File: config.mk
export PLATFORM = sky130hd
export DESIGN_NAME = spim_master
export DESIGN_NICKNAME = d
export VERILOG_FILES = /design/src/rtl/spim_pkg.sv /design/src/rtl/spim_baud.sv /design/src/rtl/spim_shift.sv /design/src/rtl/spim_master.sv
export SDC_FILE = /design/constraint.sdc
export NUM_CORES = 1
export LEC_CHECK = 0
export ABC_CLOCK_PERIOD_IN_PS = 5210
export CAP_MARGIN = 10
export CORE_MARGIN = 2
export CORE_UTILIZATION = 60
export CTS_CLUSTER_DIAMETER = 60
export DETAILED_ROUTE_END_ITERATION = 12
export GPL_TIMING_DRIVEN = 0
export PLACE_DENSITY = 0.9
export SLEW_MARGIN = 20
export SYNTH_ARGS = -nofsm -noshare
export SYNTH_HDL_FRONTEND = slang
export SYNTH_SLANG_ARGS = --single-unit
File: constraint.sdc
create_clock -name clk_i -period 5.21 [get_ports clk_i]
set_input_delay 0.7815 -clock clk_i [delete_from_list [all_inputs] [get_ports clk_i]]
set_output_delay 0.7815 -clock clk_i [all_outputs]
set_load 0.01 [all_outputs]
File: src/rtl/spim_pkg.sv
package spim_pkg;

  typedef struct packed {
    logic       irq_en;
    logic [1:0] rate;
    logic       cpha;
    logic       cpol;
    logic       mst;
    logic       en;
  } ctrl_t;

  localparam int unsigned CTRL_W = $bits(ctrl_t);

  localparam logic [1:0] ADDR_CTRL = 2'd0;
  localparam logic [1:0] ADDR_STAT = 2'd1;
  localparam logic [1:0] ADDR_DATA = 2'd2;

  // System clocks per serial clock half period for a rate code.
  function automatic int unsigned half_cycles(input logic [1:0] rate,
                                              input int unsigned base);
    return base << rate;
  endfunction

endpackage

File: src/rtl/spim_baud.sv
module spim_baud #(
  parameter int unsigned HALF_BASE = 2,
  localparam int unsigned CNT_W = $clog2(HALF_BASE * 8) + 1
) (
  input  logic       clk_i,
  input  logic       rst_ni,
  input  logic       run_i,
  input  logic [1:0] rate_i,
  output logic       tick_o
);

  logic [CNT_W-1:0] cnt_q;
  logic [CNT_W-1:0] half_w;

  assign half_w = CNT_W'(spim_pkg::half_cycles(rate_i, HALF_BASE));
  assign tick_o = run_i && (cnt_q == half_w - 1'b1);

  always_ff @(posedge clk_i or negedge rst_ni) begin
    if (!rst_ni)      cnt_q <= '0;
    else if (!run_i)  cnt_q <= '0;
    else if (tick_o)  cnt_q <= '0;
    else              cnt_q <= cnt_q + 1'b1;
  end

  // the half-period counter never passes the selected limit
  a_r2_cnt_bound: assert property (@(posedge clk_i) disable iff (!rst_ni)
    run_i |-> (cnt_q < half_w));

endmodule

File: src/rtl/spim_shift.sv
module spim_shift #(
  parameter int unsigned DATA_W = 8,
  localparam int unsigned EW = $clog2(2 * DATA_W) + 1
) (
  input  logic              clk_i,
  input  logic              rst_ni,
  input  logic              start_i,
  input  logic              abort_i,
  input  logic [DATA_W-1:0] tx_i,
  input  logic              cpol_i,
  input  logic              cpha_i,
  input  logic              tick_i,
  input  logic              miso_i,
  output logic              busy_o,
  output logic              sck_o,
  output logic              mosi_o,
  output logic              finish_o,
  output logic [DATA_W-1:0] rx_o
);

  localparam logic [EW-1:0] LAST_EDGE = EW'(2 * DATA_W);

  logic              busy_q, sck_q, cpol_q, cpha_q;
  logic [EW-1:0]     edges_q, edge_no;
  logic [DATA_W-1:0] tx_sr, rx_sr, rx_next;
  logic              leading, sample_now, shift_now, last_edge;

  assign edge_no    = edges_q + 1'b1;
  assign leading    = edge_no[0];
  assign sample_now = tick_i && (leading != cpha_q);
  assign shift_now  = tick_i && !sample_now && !(cpha_q && edge_no == EW'(1));
  assign last_edge  = tick_i && (edge_no == LAST_EDGE);
  assign rx_next    = sample_now ? {rx_sr[DATA_W-2:0], miso_i} : rx_sr;

  assign busy_o   = busy_q;
  assign sck_o    = busy_q ? sck_q : cpol_i;
  assign mosi_o   = tx_sr[DATA_W-1];
  assign finish_o = busy_q && last_edge;
  assign rx_o     = rx_next;

  always_ff @(posedge clk_i or negedge rst_ni) begin
    if (!rst_ni) begin
      busy_q  <= 1'b0;
      sck_q   <= 1'b0;
      cpol_q  <= 1'b0;
      cpha_q  <= 1'b0;
      edges_q <= '0;
      tx_sr   <= '0;
      rx_sr   <= '0;
    end else if (abort_i) begin
      busy_q  <= 1'b0;
      edges_q <= '0;
    end else if (start_i && !busy_q) begin
      busy_q  <= 1'b1;
      sck_q   <= cpol_i;
      cpol_q  <= cpol_i;
      cpha_q  <= cpha_i;
      edges_q <= '0;
      tx_sr   <= tx_i;
      rx_sr   <= '0;
    end else if (busy_q && tick_i) begin
      sck_q   <= ~sck_q;
      edges_q <= edge_no;
      rx_sr   <= rx_next;
      if (shift_now) tx_sr <= {tx_sr[DATA_W-2:0], 1'b0};
      if (last_edge) busy_q <= 1'b0;
    end
  end

  // a running transfer never counts beyond its last edge
  a_r7_edge_bound: assert property (@(posedge clk_i) disable iff (!rst_ni)
    busy_q |-> (edges_q < LAST_EDGE));

  // the final edge brings the clock back to its latched rest level
  a_r3_final_level: assert property (@(posedge clk_i) disable iff (!rst_ni)
    finish_o |-> (sck_q != cpol_q));

endmodule

File: src/rtl/spim_master.sv
module spim_master #(
  parameter int unsigned DATA_W  = 8,
  parameter int unsigned MIN_DIV = 4
) (
  input  logic              clk_i,
  input  logic              rst_ni,
  input  logic [1:0]        addr_i,
  input  logic              wr_i,
  input  logic              rd_i,
  input  logic [DATA_W-1:0] wdata_i,
  output logic [DATA_W-1:0] rdata_o,
  input  logic              ss_ni,
  input  logic              imask_i,
  output logic              sck_o,
  output logic              mosi_o,
  input  logic              miso_i,
  output logic              irq_o
);
  import spim_pkg::*;

  localparam int unsigned HALF_BASE = MIN_DIV / 2;

  ctrl_t             ctrl_q;
  logic              done_q, armed_q;
  logic [DATA_W-1:0] rxbuf_q;

  logic              active, wr_data, rd_data, stat_acc, dr_open;
  logic              start, abort, busy, tick, finish;
  logic [DATA_W-1:0] rx_byte;

  assign active   = ctrl_q.en && ctrl_q.mst;
  assign wr_data  = wr_i && (addr_i == ADDR_DATA);
  assign rd_data  = rd_i && (addr_i == ADDR_DATA);
  assign stat_acc = (wr_i || rd_i) && (addr_i == ADDR_STAT);
  assign dr_open  = !done_q || armed_q;
  assign start    = wr_data && dr_open && active && !busy;
  assign abort    = busy && !active;

  always_ff @(posedge clk_i or negedge rst_ni) begin
    if (!rst_ni) begin
      ctrl_q <= '0;
    end else begin
      if (wr_i && addr_i == ADDR_CTRL) ctrl_q <= ctrl_t'(wdata_i[CTRL_W-1:0]);
      if (!ss_ni) begin
        ctrl_q.en  <= 1'b0;
        ctrl_q.mst <= 1'b0;
      end
    end
  end

  always_ff @(posedge clk_i or negedge rst_ni) begin
    if (!rst_ni) begin
      done_q  <= 1'b0;
      armed_q <= 1'b0;
      rxbuf_q <= '0;
    end else begin
      if (stat_acc && done_q) armed_q <= 1'b1;
      if (rd_data && armed_q) begin
        done_q  <= 1'b0;
        armed_q <= 1'b0;
      end
      if (finish) begin
        done_q  <= 1'b1;
        armed_q <= 1'b0;
        rxbuf_q <= rx_byte;
      end
    end
  end

  always_comb begin
    unique case (addr_i)
      ADDR_CTRL: rdata_o = {{(DATA_W-CTRL_W){1'b0}}, ctrl_q};
      ADDR_STAT: rdata_o = {{(DATA_W-1){1'b0}}, done_q};
      ADDR_DATA: rdata_o = rxbuf_q;
      default:   rdata_o = '0;
    endcase
  end

  assign irq_o = done_q && ctrl_q.irq_en && !imask_i;

  spim_baud #(.HALF_BASE(HALF_BASE)) u_baud (
    .clk_i  (clk_i),
    .rst_ni (rst_ni),
    .run_i  (busy),
    .rate_i (ctrl_q.rate),
    .tick_o (tick)
  );

  spim_shift #(.DATA_W(DATA_W)) u_shift (
    .clk_i    (clk_i),
    .rst_ni   (rst_ni),
    .start_i  (start),
    .abort_i  (abort),
    .tx_i     (wdata_i),
    .cpol_i   (ctrl_q.cpol),
    .cpha_i   (ctrl_q.cpha),
    .tick_i   (tick),
    .miso_i   (miso_i),
    .busy_o   (busy),
    .sck_o    (sck_o),
    .mosi_o   (mosi_o),
    .finish_o (finish),
    .rx_o     (rx_byte)
  );

  // a low slave-select leaves enable and master cleared
  a_r6_ss_clears: assert property (@(posedge clk_i) disable iff (!rst_ni)
    !ss_ni |=> (!ctrl_q.en && !ctrl_q.mst));

  // completion of the shift engine raises the flag
  a_r7_flag_set: assert property (@(posedge clk_i) disable iff (!rst_ni)
    finish |=> done_q);

  // the flag only falls once the status access has been recorded
  a_r8_clear_order: assert property (@(posedge clk_i) disable iff (!rst_ni)
    $fell(done_q) |-> $past(armed_q));

  // a refused data write leaves the engine idle
  a_r9_write_blocked: assert property (@(posedge clk_i) disable iff (!rst_ni)
    (wr_data && done_q && !armed_q && !busy) |=> !busy);

  // the interrupt needs the flag and a clear mask
  a_r10_irq_qual: assert property (@(posedge clk_i) disable iff (!rst_ni)
    irq_o |-> (done_q && !imask_i));

endmodule

==> summary.txt, run 1 <==
Outcome
  – Status: finished, final reports clean

Setup path
  – Flop2flop setup slack: 2.92 ns
  – Reg2reg path depth: 7
  – Setup crit end kind: primary output
  – Critical path required time: 4.43 ns
  – CP Launch Type: primary input
  – CP Launch Point: addr_i[1]
  – Reg2reg start: u_shift.edges_q[0]$_DFFE_PN0P_
  – Crit path DAT: 2.81 ns
  – End point of the critical path: rdata_o[0]
  – R2R Path End: u_shift.tx_sr[1]$_DFFE_PN0P_
  – Worst-path maximum fanout: 10
  – WS Path Type: primary input to primary output

Placed design
  – Post-place setup slack: 1.635 ns
  – Area after DPL: 2781 um2
  – Placed Instances: 300
  – DP HPWL: 3745 um
  – RePlAce Congestion: 0.8370
  – IO buf count: 27

Final layout
  – Layout cells sized above 1: 15.89%
  – Layout Nets: 278
  – Leading cell type in the layout, fill and taps excluded: dfrtp_1
  – Design area: 2890 um2
  – Most frequent cells in the layout: dfrtp_1, nand2_1, clkdlybuf4s50_1
  – Final core occ: 73.31%
  – Post-route insts no fill: 308
  – Layout area overhead: 18.77%
  – Antenna diodes: 0

Route
  – Vias per cell: 5.877
  – DRC viols: 0
  – Vias: 1810
  – WL per Instance: 16.56 um
  – DRT Pass-1 Iters: 4
  – Drt total wl: 5099 um
  – Iter 0 DRT Violations: 123
  – DRT antenna net count: 0

STA
  – Layout Skew: 0.01163 ns
  – Setup TNS: 0 ns
  – Min Hold Slack: 0.4044 ns
  – Achievable Freq: 278.7 MHz
  – Worst slew pin tran: 0.6625 ns
  – Slew Viols, Final: 0
  – Final setup fails: 0
  – Final Critical Period: 3.589 ns
  – Relative slew slack: 55.64%
  – RSZ-0062 raised after global routing: no
  – PnR worst setup slack: 1.621 ns
  – Final hold violations: 0
  – Final worst-path cycle share: 68.88%

Global route
  – First-pass GRT wire length: 8169 um
  – Initial antenna violation count: 0
  – Total congestion overflow: 0
  – Largest net degree at the start of global routing: 30
  – GRT Util Overall: 24.66%
  – Vias in the first global route: 1739

Clocking
  – Post-CTS Resized: 0
  – CTS max path bufs: 2
  – Clock Latency Late Sink: 0.31 ns
  – CTS Buf Count: 5
  – Post-CTS Hold Buffers: 0
  – H-tree depth: 2
  – Root Driver: clkbuf_8
  – Sink Count: 46
  – CTS tree: yes
  – Post-CTS setup buffers: 0
  – Clock Pin Slew Worst Setup and Hold Paths: 0.09 ns

Synth
  – Cells after synthesis: 222
  – Asr flop ratio synth: 100.0%
  – Ys flop type: dfrtp_1
  – Mean Syn Cell Area: 10.96 um2
  – Synth cell types: 44
  – Cell Area, Synth: 2434 um2
  – Post-synth EDFFs: 0
  – Syn_nets: 243
  – Seq/Total Area, Yosys: 47.30%
  – Synth warnings: 0
  – Seq cells post-synth: 46

Floorplanning
  – Initial Utilization: 61.73%
  – Die Area: 4581 um2
  – Core Area: 3943 um2
  – Core Rows: 23
  – IO Count: 28
  – Die width: 67.69 um
  – Die Span Y: 67.69 um

Power and ir drop
  – LEAKAGE: 1.316 nW
  – Overall Power: 706.6 uW
  – Worst ir drop on vdd: 0.0001409 V
  – Power Density: 244.5 nW/um2

Flow run
  – Number of max-cap violations: 0

Worst hold path
  – Min-Delay Path Class: primary input to async pin
[power breakdown]
group	total, mW	internal, mW	leakage [nW]	switching [mW]
clock network	0.263	0.141	0.0579	0.122
registers	0.377	0.365	0.627	0.0116
logic	0.0668	0.0351	0.631	0.0317
[worst min path at each step]
stage | end | slack [ns] | cells after the start
floorplan | u_baud.cnt_q[0]$_DFF_PN0_ | 0.45 | 1
CTS | ctrl_q[0]$_DFFE_PN0P_ | 0.41 | 1
detailed placement | u_baud.cnt_q[0]$_DFF_PN0_ | 0.48 | 1
global route | ctrl_q[0]$_DFFE_PN0P_ | 0.43 | 1
finish | ctrl_q[0]$_DFFE_PN0P_ | 0.40 | 1
global placement | u_shift.rx_sr[7]$_DFFE_PN0P_ | 0.48 | 1
[metal layers]
metal	vias to the layer above	GRT usage [%]	wire, um
li1	865	-	-
met1	898	33.08	2298
met2	42	41.18	2575
met3	5	4.500	183
met4	0	6.378	41
met5	-	0	0
[cell type report]
type | count | area (um2)
buffer | 8 | 41.29
clock buffer | 5 | 68.82
clock inverter | 3 | 40.04
fill | 260 | 1052
inverter | 5 | 18.77
multi-input combinational | 163 | 1222
sequential | 46 | 1151
tap | 50 | 62.56
timing repair buffer | 28 | 285.3
[kinds of logic after synthesis]
kind of cell	after synthesis	share of synthesized area, %
mux	31	14.65
simple gates	76	15.06
xor+xnor	10	3.908
flops	46	47.30
compound gates	42	14.55
fa+ha+maj	4	2.057
buf+inv	13	2.467
[state kept, by name, summed over array words and instances, names as in the netlist]
signal / flops
ctrl_q: 7
u_shift.sck_q: 1
u_shift.tx_sr: 8
u_baud.cnt_q: 5
u_shift.rx_sr: 8
done_q: 1
u_shift.edges_q: 5
armed_q: 1
u_shift.cpha_q: 1
rxbuf_q: 8
u_shift.busy_o: 1
[cell usage after synthesis (2+ instances only)]
| master | n | share of area (%) |
|---|---|---|
| nor2b_1 | 5 | 1.3 |
| o31a_1 | 2 | 0.72 |
| ha_1 | 4 | 2.1 |
| nand2_1 | 29 | 4.5 |
| xor2_1 | 6 | 2.2 |
| nand2b_1 | 2 | 0.51 |
| nand3b_1 | 3 | 0.93 |
| o21ai_0 | 4 | 0.82 |
| nand3_1 | 3 | 0.62 |
| nor2_1 | 21 | 3.2 |
| a22o_1 | 15 | 5.4 |
| nor3_1 | 3 | 0.62 |
| o21ai_2 | 2 | 0.72 |
| mux2i_1 | 12 | 4.9 |
| o211ai_1 | 3 | 0.93 |
| inv_1 | 4 | 0.62 |
| mux2_2 | 13 | 6.0 |
| o31ai_1 | 7 | 2.2 |
| buf_2 | 3 | 0.62 |
| mux2_4 | 6 | 3.7 |
| dfrtp_1 | 46 | 47 |
| and3_1 | 3 | 0.77 |
| xnor2_1 | 3 | 1.1 |
| clkbuf_1 | 3 | 0.46 |
[critical path: stages]
cell	delay (ns)
clkdlybuf4s50_1	0.54
buf_1	0.54
mux2i_1	0.15
o21ai_0	0.22
clkdlybuf4s50_1	0.57
Note: power is estimated with default switching activity, not from simulation.
==> run 2, diff against run 1 <==
--- a/config.mk
+++ b/config.mk
@@ -5,14 +5,14 @@
 export SDC_FILE = /design/constraint.sdc
 export NUM_CORES = 1
 export LEC_CHECK = 0
-export ABC_CLOCK_PERIOD_IN_PS = 5210
+export ABC_CLOCK_PERIOD_IN_PS = 2900
 export CAP_MARGIN = 10
 export CORE_MARGIN = 2
-export CORE_UTILIZATION = 60
+export CORE_UTILIZATION = 50
 export CTS_CLUSTER_DIAMETER = 60
 export DETAILED_ROUTE_END_ITERATION = 12
 export GPL_TIMING_DRIVEN = 0
-export PLACE_DENSITY = 0.9
+export PLACE_DENSITY = 0.8
 export SLEW_MARGIN = 20
 export SYNTH_ARGS = -nofsm -noshare
 export SYNTH_HDL_FRONTEND = slang
==> constraint.sdc (replaced) <==
create_clock -name clk_i -period 2.9 [get_ports clk_i]
set_input_delay 0.435 -clock clk_i [delete_from_list [all_inputs] [get_ports clk_i]]
set_output_delay 0.435 -clock clk_i [all_outputs]
set_load 0.01 [all_outputs]
==> run 2 against run 1 <==
Effect of this change:
- die area rose by 19%
- clock skew barely moved
- sequential power rose by 79%
- global-route usage fell by 4.1 points
- critical path depth did not move
- critical path type unchanged
- worst hold slack got worse by 0.36 ns
==> summary.txt, run 2 (synthesized netlist as in run 1, its figures left out) <==
Power and ir drop
  – LEAKAGE: 1.306 nW (-0.74%)
  – Internal Pwr Total: 890.1 uW (+64%)
  – Net Sw Power: 295.2 uW (+79%)
  – Seq pwr share: 57.0% (+3.6 points)
  – Clock Power Share: 33.0% (-4.2 points)
  – Power Density: 410.1 nW/um2 (+68%)
  – Worst ir drop on vdd: 0.0002610 V (+85%)
  – Sw frac: 24.90% (+1.6 points)
  – Comb power frac: 10.0% (+0.5 points)

Clocking
  – CTS max path bufs: 2 (unchanged)
  – Post-CTS setup buffers: 0 (unchanged)
  – Post-CTS Resized: 0 (unchanged)
  – Sink Count: 46 (unchanged)
  – CTS tree: yes
  – CTS Buf Count: 5 (unchanged)
  – Post-CTS Hold Buffers: 0 (unchanged)
  – Clock Pin Slew Worst Setup and Hold Paths: 0.09 ns (about the same)
  – H-tree depth: 2 (unchanged)
  – Clock Latency Late Sink: 0.30 ns (about the same)
  – Root Driver: clkbuf_8

Setup path
  – Slowest CP cell: clkdlybuf4s50_1
  – Setup crit end kind: primary output
  – Reg2reg start: u_shift.edges_q[0]$_DFFE_PN0P_
  – Critical path required time: 2.47 ns (-1.96 ns)
  – CP Launch Type: primary input
  – Crit path DAT: 2.12 ns (-0.69 ns)
  – CP Launch Point: addr_i[1]
  – Worst-path maximum fanout: 10 (unchanged)
  – Crit-path max cell delay: 0.56 ns (about the same)
  – WS Path Type: primary input to primary output
  – Crit-path cells: clkdlybuf4s50_1 > clkbuf_2 > mux2i_1 > o21ai_0 > clkdlybuf4s50_1
  – Largest delay share family, worst path: buffers and inverters
  – WP buf/inv: 3 (unchanged)
  – Most used cell, CP: clkdlybuf4s50_1
  – Flop2flop setup slack: 0.63 ns (-2.29 ns)

Final layout
  – Most frequent cells in the layout: dfrtp_1, nand2_1, clkdlybuf4s50_1
  – Layout cells sized above 1: 15.89% (unchanged)
  – Layout Nets: 278 (unchanged)
  – Leading cell type in the layout, fill and taps excluded: dfrtp_1
  – Layout area overhead: 18.77% (unchanged)
  – Antenna diodes: 0 (unchanged)
  – Largest regs: rxbuf_q: 8 flops, u_shift.rx_sr: 8 flops, u_shift.tx_sr: 8 flops

STA
  – RSZ-0062 raised after global routing: no
  – Setup TNS: 0 ns (unchanged)
  – Final Critical Period: 2.555 ns
  – Slew Viols, Final: 0 (unchanged)
  – Final hold violations: 0 (unchanged)
  – Achievable Freq: 391.3 MHz
  – Final worst-path cycle share: 88.12%
  – Worst slew pin tran: 0.6792 ns (+0.01670 ns)
  – Layout Skew: 0.01115 ns (-0.0004740 ns)
  – Min Hold Slack: 0.04349 ns (-0.3609 ns)
  – Final setup fails: 0 (unchanged)
  – Relative slew slack: 54.52% (-1.1 points)

Global route
  – GRT Util Overall: 20.59% (-4.1 points)
  – Largest net degree at the start of global routing: 32 (+6.7%)
  – GR peak layer: met2
  – Initial antenna violation count: 0 (unchanged)
  – GR Layer Usage met3: 4.115% (-0.38 points)
  – Routing usage on met1: 30.19% (-2.9 points)
  – Grt met2 use: 30.56% (-11 points)
  – Vias in the first global route: 1753 (+0.81%)
  – First-pass GRT wire length: 8480 um (+3.8%)
  – Total congestion overflow: 0 (unchanged)

Flow run
  – Number of max-cap violations: 0 (unchanged)

Floorplanning
  – IO Count: 28 (unchanged)
  – Initial Utilization: 51.52% (-10 points)
  – Die Span Y: 73.77 um (+9.0%)
  – Core Rows: 25 (+8.7%)
  – Die width: 73.77 um (+9.0%)
  – Die Area: 5441 um2 (+19%)
  – Core Area: 4723 um2 (+20%)

Route
  – Vias per cell: 5.511 (-6.2%)
  – WL per Instance: 15.16 um (-8.4%)
  – Drt total wl: 4927 um (-3.4%)
  – Iter 0 DRT Violations: 103 (-16%)
  – DRC viols: 0 (unchanged)
  – DRT Pass-1 Iters: 4 (unchanged)
  – DRT antenna net count: 0 (unchanged)
  – Vias: 1791 (-1.0%)

Worst hold path
  – Min-Delay Path Class: primary input to async pin

Outcome
  – Status: finished, final reports clean

Placed design
  – IO buf count: 27 (unchanged)
  – DP HPWL: 3600 um (-3.9%)
  – RePlAce Congestion: 0.8164 (-2.5%)
[run 2: cell count changes in the layout (fill, tap and decap cells not counted), sizes merged]
| cell | delta |
|---|---|
| clkbuf | +2 |
| buf | -1 |
| bufinv | -1 |
[run 2: routing by layer]
layer,part of all wire (%),vias up
met5,0,-
met4,1.2,0
met3,3.0,5
met2,47,34
met1,49,888
li1,-,864
[run 2: final cells by class]
class	instances	area, um2
fill	387	1833
multi-input combinational	163	1222
sequential	46	1151
timing repair buffer	28	285.3
tap	67	83.83
clock buffer	6	72.57
buffer	8	42.54
inverter	5	18.77
clock inverter	2	13.76
[run 2: final timing paths]
kind,end,cells past startpoint
hold / removal,u_shift.tx_sr[3]$_DFFE_PN0P_,1
setup / recovery,rdata_o[0],5
setup reg to reg,u_shift.tx_sr[1]$_DFFE_PN0P_,7
max in group asynchronous,u_shift.tx_sr[5]$_DFFE_PN0P_,2
min in group clk_i,u_baud.cnt_q[0]$_DFF_PN0_,1
hold reg to reg,u_baud.cnt_q[0]$_DFF_PN0_,1
[run 2: power groups by stage]
stage               combinational, mW  clock, mW  sequential, mW
floorplan                      0.0554          0           0.682
global placement                0.116          0           0.688
detailed placement              0.120          0           0.689
CTS                             0.120      0.397           0.677
global route                    0.131      0.431           0.679
finish                          0.119      0.391           0.676
[run 2: stage by stage]
stage | total power [mW] | utilization, % | area [um2] | worst slack [ns] | std cells
4_1_cts | 1.194 | 61.17 | 2889 | 0.06002 | 325
2_1_floorplan | 0.7374 | - | 2434 | 0.8544 | 222
3_3_place_gp | 0.8042 | 59.02 | 2788 | 0.04891 | 316
5_1_grt | 1.241 | 61.19 | 2890 | 0.2338 | 325
6_report | 1.185 | 61.19 | 2890 | 0.3447 | 325
3_5_place_dp | 0.8090 | 59.34 | 2803 | 0.05943 | 317
[run 2: worst reg2reg max path: cells and delay by family, from the launching register on]
family	cells	cell delay [ns]
compound gates	2	0.66
xor+xnor	1	0.15
fa+ha+maj	1	0.28
buf+inv	1	0.18
flops	1	0.48
simple gates	2	0.42
==> run 3, diff against run 2 <==
--- a/config.mk
+++ b/config.mk
@@ -16,4 +16,5 @@
 export SLEW_MARGIN = 20
 export SYNTH_ARGS = -nofsm -noshare
 export SYNTH_HDL_FRONTEND = slang
+export SYNTH_HIERARCHICAL = 1
 export SYNTH_SLANG_ARGS = --single-unit
==> run 3 against run 2 <==
Effect of this change:
- design area grew 1.1%
- critical path depth grew 2
- sequential power grew 7.8%
- die area grew 0.92%
- worst setup slack lost 0.16 ns
- first-iteration DRC count grew 53%
- core utilization grew 0.69 points
- routed wire length grew 2.1%
- clock power grew 22%
- critical path type is now primary input to flip-flop
- critical endpoint is now u_shift/tx_sr[2]$_DFFE_PN0P_
- largest power group unchanged
- highest routed layer unchanged
==> summary.txt, run 3 <==
Outcome
  – Status: finished, final reports clean

STA
  – Final Critical Period: 2.712 ns (+0.1565 ns)
  – Min Hold Slack: 0.08864 ns (+0.04515 ns)
  – Setup TNS: 0 ns (unchanged)
  – Layout Skew: 0.008471 ns (-0.002683 ns)
  – Final hold violations: 0 (unchanged)
  – Final worst-path cycle share: 93.51% (+5.4 points)
  – Relative slew slack: 42.93% (-12 points)
  – Worst slew pin tran: 0.8496 ns (+0.1703 ns)
  – Slew Viols, Final: 0 (unchanged)
  – RSZ-0062 raised after global routing: no
  – PnR worst setup slack: 0.1881 ns (-0.1565 ns)
  – Achievable Freq: 368.8 MHz (-5.8%)
  – Final setup fails: 0 (unchanged)

Floorplanning
  – Die Area: 5492 um2 (+0.92%)
  – Die width: 74.11 um (+0.46%)
  – Core Area: 4723 um2 (unchanged)
  – IO Count: 28 (unchanged)
  – Core Rows: 25 (unchanged)
  – Initial Utilization: 52.03% (+0.50 points)
  – Die Span Y: 74.11 um (+0.46%)

Clocking
  – H-tree depth: 2 (unchanged)
  – Clock Latency Late Sink: 0.30 ns (about the same)
  – CTS Buf Count: 5 (unchanged)
  – Post-CTS Resized: 0 (unchanged)
  – CTS tree: yes
  – Post-CTS setup buffers: 0 (unchanged)
  – CTS max path bufs: 2 (unchanged)
  – Post-CTS Hold Buffers: 0 (unchanged)
  – Sink Count: 46 (unchanged)
  – Clock Pin Slew Worst Setup and Hold Paths: 0.09 ns (about the same)
  – Root Driver: clkbuf_8

Global route
  – Initial antenna violation count: 0 (unchanged)
  – Vias in the first global route: 1663 (-5.1%)
  – Total congestion overflow: 0 (unchanged)
  – Largest net degree at the start of global routing: 27 (-16%)
  – GRT Util Overall: 19.05% (-1.5 points)
  – First-pass GRT wire length: 7914 um (-6.7%)

Placed design
  – DP HPWL: 3449 um (-4.2%)
  – Placed Instances: 321 (+1.3%)
  – Area after DPL: 2806 um2 (+0.13%)
  – RePlAce Congestion: 0.8315 (+1.8%)
  – IO buf count: 25 (-7.4%)
  – Post-place setup slack: -0.09167 ns (-0.1511 ns)

Synth
  – Mean Syn Cell Area: 10.78 um2 (-1.7%)
  – Asr flop ratio synth: 100.0% (unchanged)
  – Synth cell types: 45 (+2.3%)
  – Most common cell in the netlist: dfrtp_1
  – Cell Area, Synth: 2457 um2 (+0.98%)
  – Seq cells post-synth: 46 (unchanged)
  – Synth warnings: 6 (+6)
  – Ys flop type: dfrtp_1
  – Post-synth top area share: 46.84% (-0.46 points)
  – Post-synth EDFFs: 0 (unchanged)
  – Syn_nets: 249 (+2.5%)
  – Top cell types by occurrence after synthesis: dfrtp_1, mux2_2, nand2_1, nor2_1, o21ai_0
  – Seq/Total Area, Yosys: 46.84% (-0.46 points)
  – Cells after synthesis: 228 (+2.7%)
  – Top cells by area, synth: dfrtp_1, mux2_2, nand2_1
  – Cell taking the most area after synthesis: dfrtp_1

Route
  – DRT Pass-1 Iters: 5 (+1)
  – DRC viols: 0 (unchanged)
  – Vias: 1806 (+0.84%)
  – WL per Instance: 15.29 um (+0.89%)
  – Iter 0 DRT Violations: 158 (+53%)
  – DRT antenna net count: 0 (unchanged)
  – Drt total wl: 5032 um (+2.1%)
  – Vias per cell: 5.489 (-0.39%)

Final layout
  – Most frequent cells in the layout: dfrtp_1, mux2_2, nand2_1
  – Final core occ: 61.88% (+0.69 points)
  – Layout Nets: 282 (+1.4%)
  – Layout area overhead: 18.94%
  – Layout cells sized above 1: 19.85% (+4.0 points)
  – Leading cell type in the layout, fill and taps excluded: dfrtp_1
  – Design area: 2923 um2 (+1.1%)
  – Fillers: 389 (+0.52%)
  – Antenna diodes: 0 (unchanged)
  – Post-route insts no fill: 329 (+1.2%)
  – Largest regs: rxbuf_q: 8 flops, u_shift/rx_sr: 8 flops, u_shift/tx_sr: 8 flops

Setup path
  – Crit-path cells: clkdlybuf4s50_1 > nor4b_1 > nand2b_1 > buf_2 > o211a_1 > a311oi_4 > mux2_2
  – Slowest CP cell: a311oi_4
  – WP buf/inv: 2 (-1)
  – WS Path Type: primary input to flip-flop
  – CP Launch Type: primary input
  – Largest delay share family, worst path: compound AO/OA/AOI/OAI gates
  – Crit path DAT: 2.90 ns (+0.78 ns)
  – Critical path required time: 3.08 ns (+0.61 ns)
  – Setup crit end kind: flip-flop
  – Worst-path maximum fanout: 9 (-1)
  – Crit-path max cell delay: 0.54 ns (-0.02 ns)

Flow run
  – Number of max-cap violations: 0 (unchanged)

Worst hold path
  – Min-Delay Path Class: primary input to async pin

Power and ir drop
  – LEAKAGE: 1.348 nW (+3.2%)
  – Power Density: 494.6 nW/um2 (+21%)
  – Worst ir drop on vdd: 0.0005507 V (+110%)
  – Overall Power: 1.446 mW (+22%)
==> run 3: logic make-up (layout without fill, tap and decap cells) <==
kind of cell | count (synthesis) | after routing | synth area share, %
AND/OR/NAND/NOR | 80 | 80 | 16.75
AO/OA/AOI/OAI | 40 | 40 | 12.42
XOR/XNOR | 6 | 6 | 2.138
flip-flops | 46 | 46 | 46.84
adder cells (fa/ha/maj) | 4 | 4 | 2.037
buffers and inverters | 15 | 49 | 3.208
multiplexers | 37 | 37 | 16.60
==> run 3: cell type report <==
cell class | count | area (um2) | share of cell area, %
sequential | 46 | 1151 | 39.38
clock inverter | 2 | 37.54 | 1.284
inverter | 5 | 18.77 | 0.6421
multi-input combinational | 167 | 1234 | 42.21
tap | 67 | 83.83 | 2.868
buffer | 10 | 60.06 | 2.055
clock buffer | 6 | 72.57 | 2.483
timing repair buffer | 26 | 265.3 | 9.075
==> run 3: where the power goes <==
| group | leakage (nW) | switching (mW) | internal [mW] |
|---|---|---|---|
| clock network | 0.0514 | 0.220 | 0.257 |
| registers | 0.620 | 0.0513 | 0.678 |
| logic | 0.677 | 0.118 | 0.121 |
| total | 1.35 | 0.389 | 1.06 |
==> run 3: path summary, 6_finish.rpt <==
| kind | startpoint | endpoint | slack, ns | depth (start not counted) |
|---|---|---|---|---|
| min | rst_ni | u_shift/rx_sr[5]$_DFFE_PN0P_ | 0.09 | 1 |
| min in group clk_i | u_baud/cnt_q[0]$_DFF_PN0_ | u_baud/cnt_q[0]$_DFF_PN0_ | 0.49 | 1 |
| max reg2reg | ctrl_q[4]$_DFFE_PN0P_ | u_shift/tx_sr[2]$_DFFE_PN0P_ | 0.23 | 7 |
| max | wr_i | u_shift/tx_sr[2]$_DFFE_PN0P_ | 0.19 | 7 |
| max in group asynchronous | rst_ni | u_shift/tx_sr[6]$_DFFE_PN0P_ | 2.30 | 2 |
| min reg2reg | u_baud/cnt_q[0]$_DFF_PN0_ | u_baud/cnt_q[0]$_DFF_PN0_ | 0.49 | 1 |
==> run 3: metal layers <==
layer	share of wire (%)	track usage (%)
met4	1.7	7.071
met1	49	26.48
met5	0	0
met3	4.8	4.201
met2	44	29.37
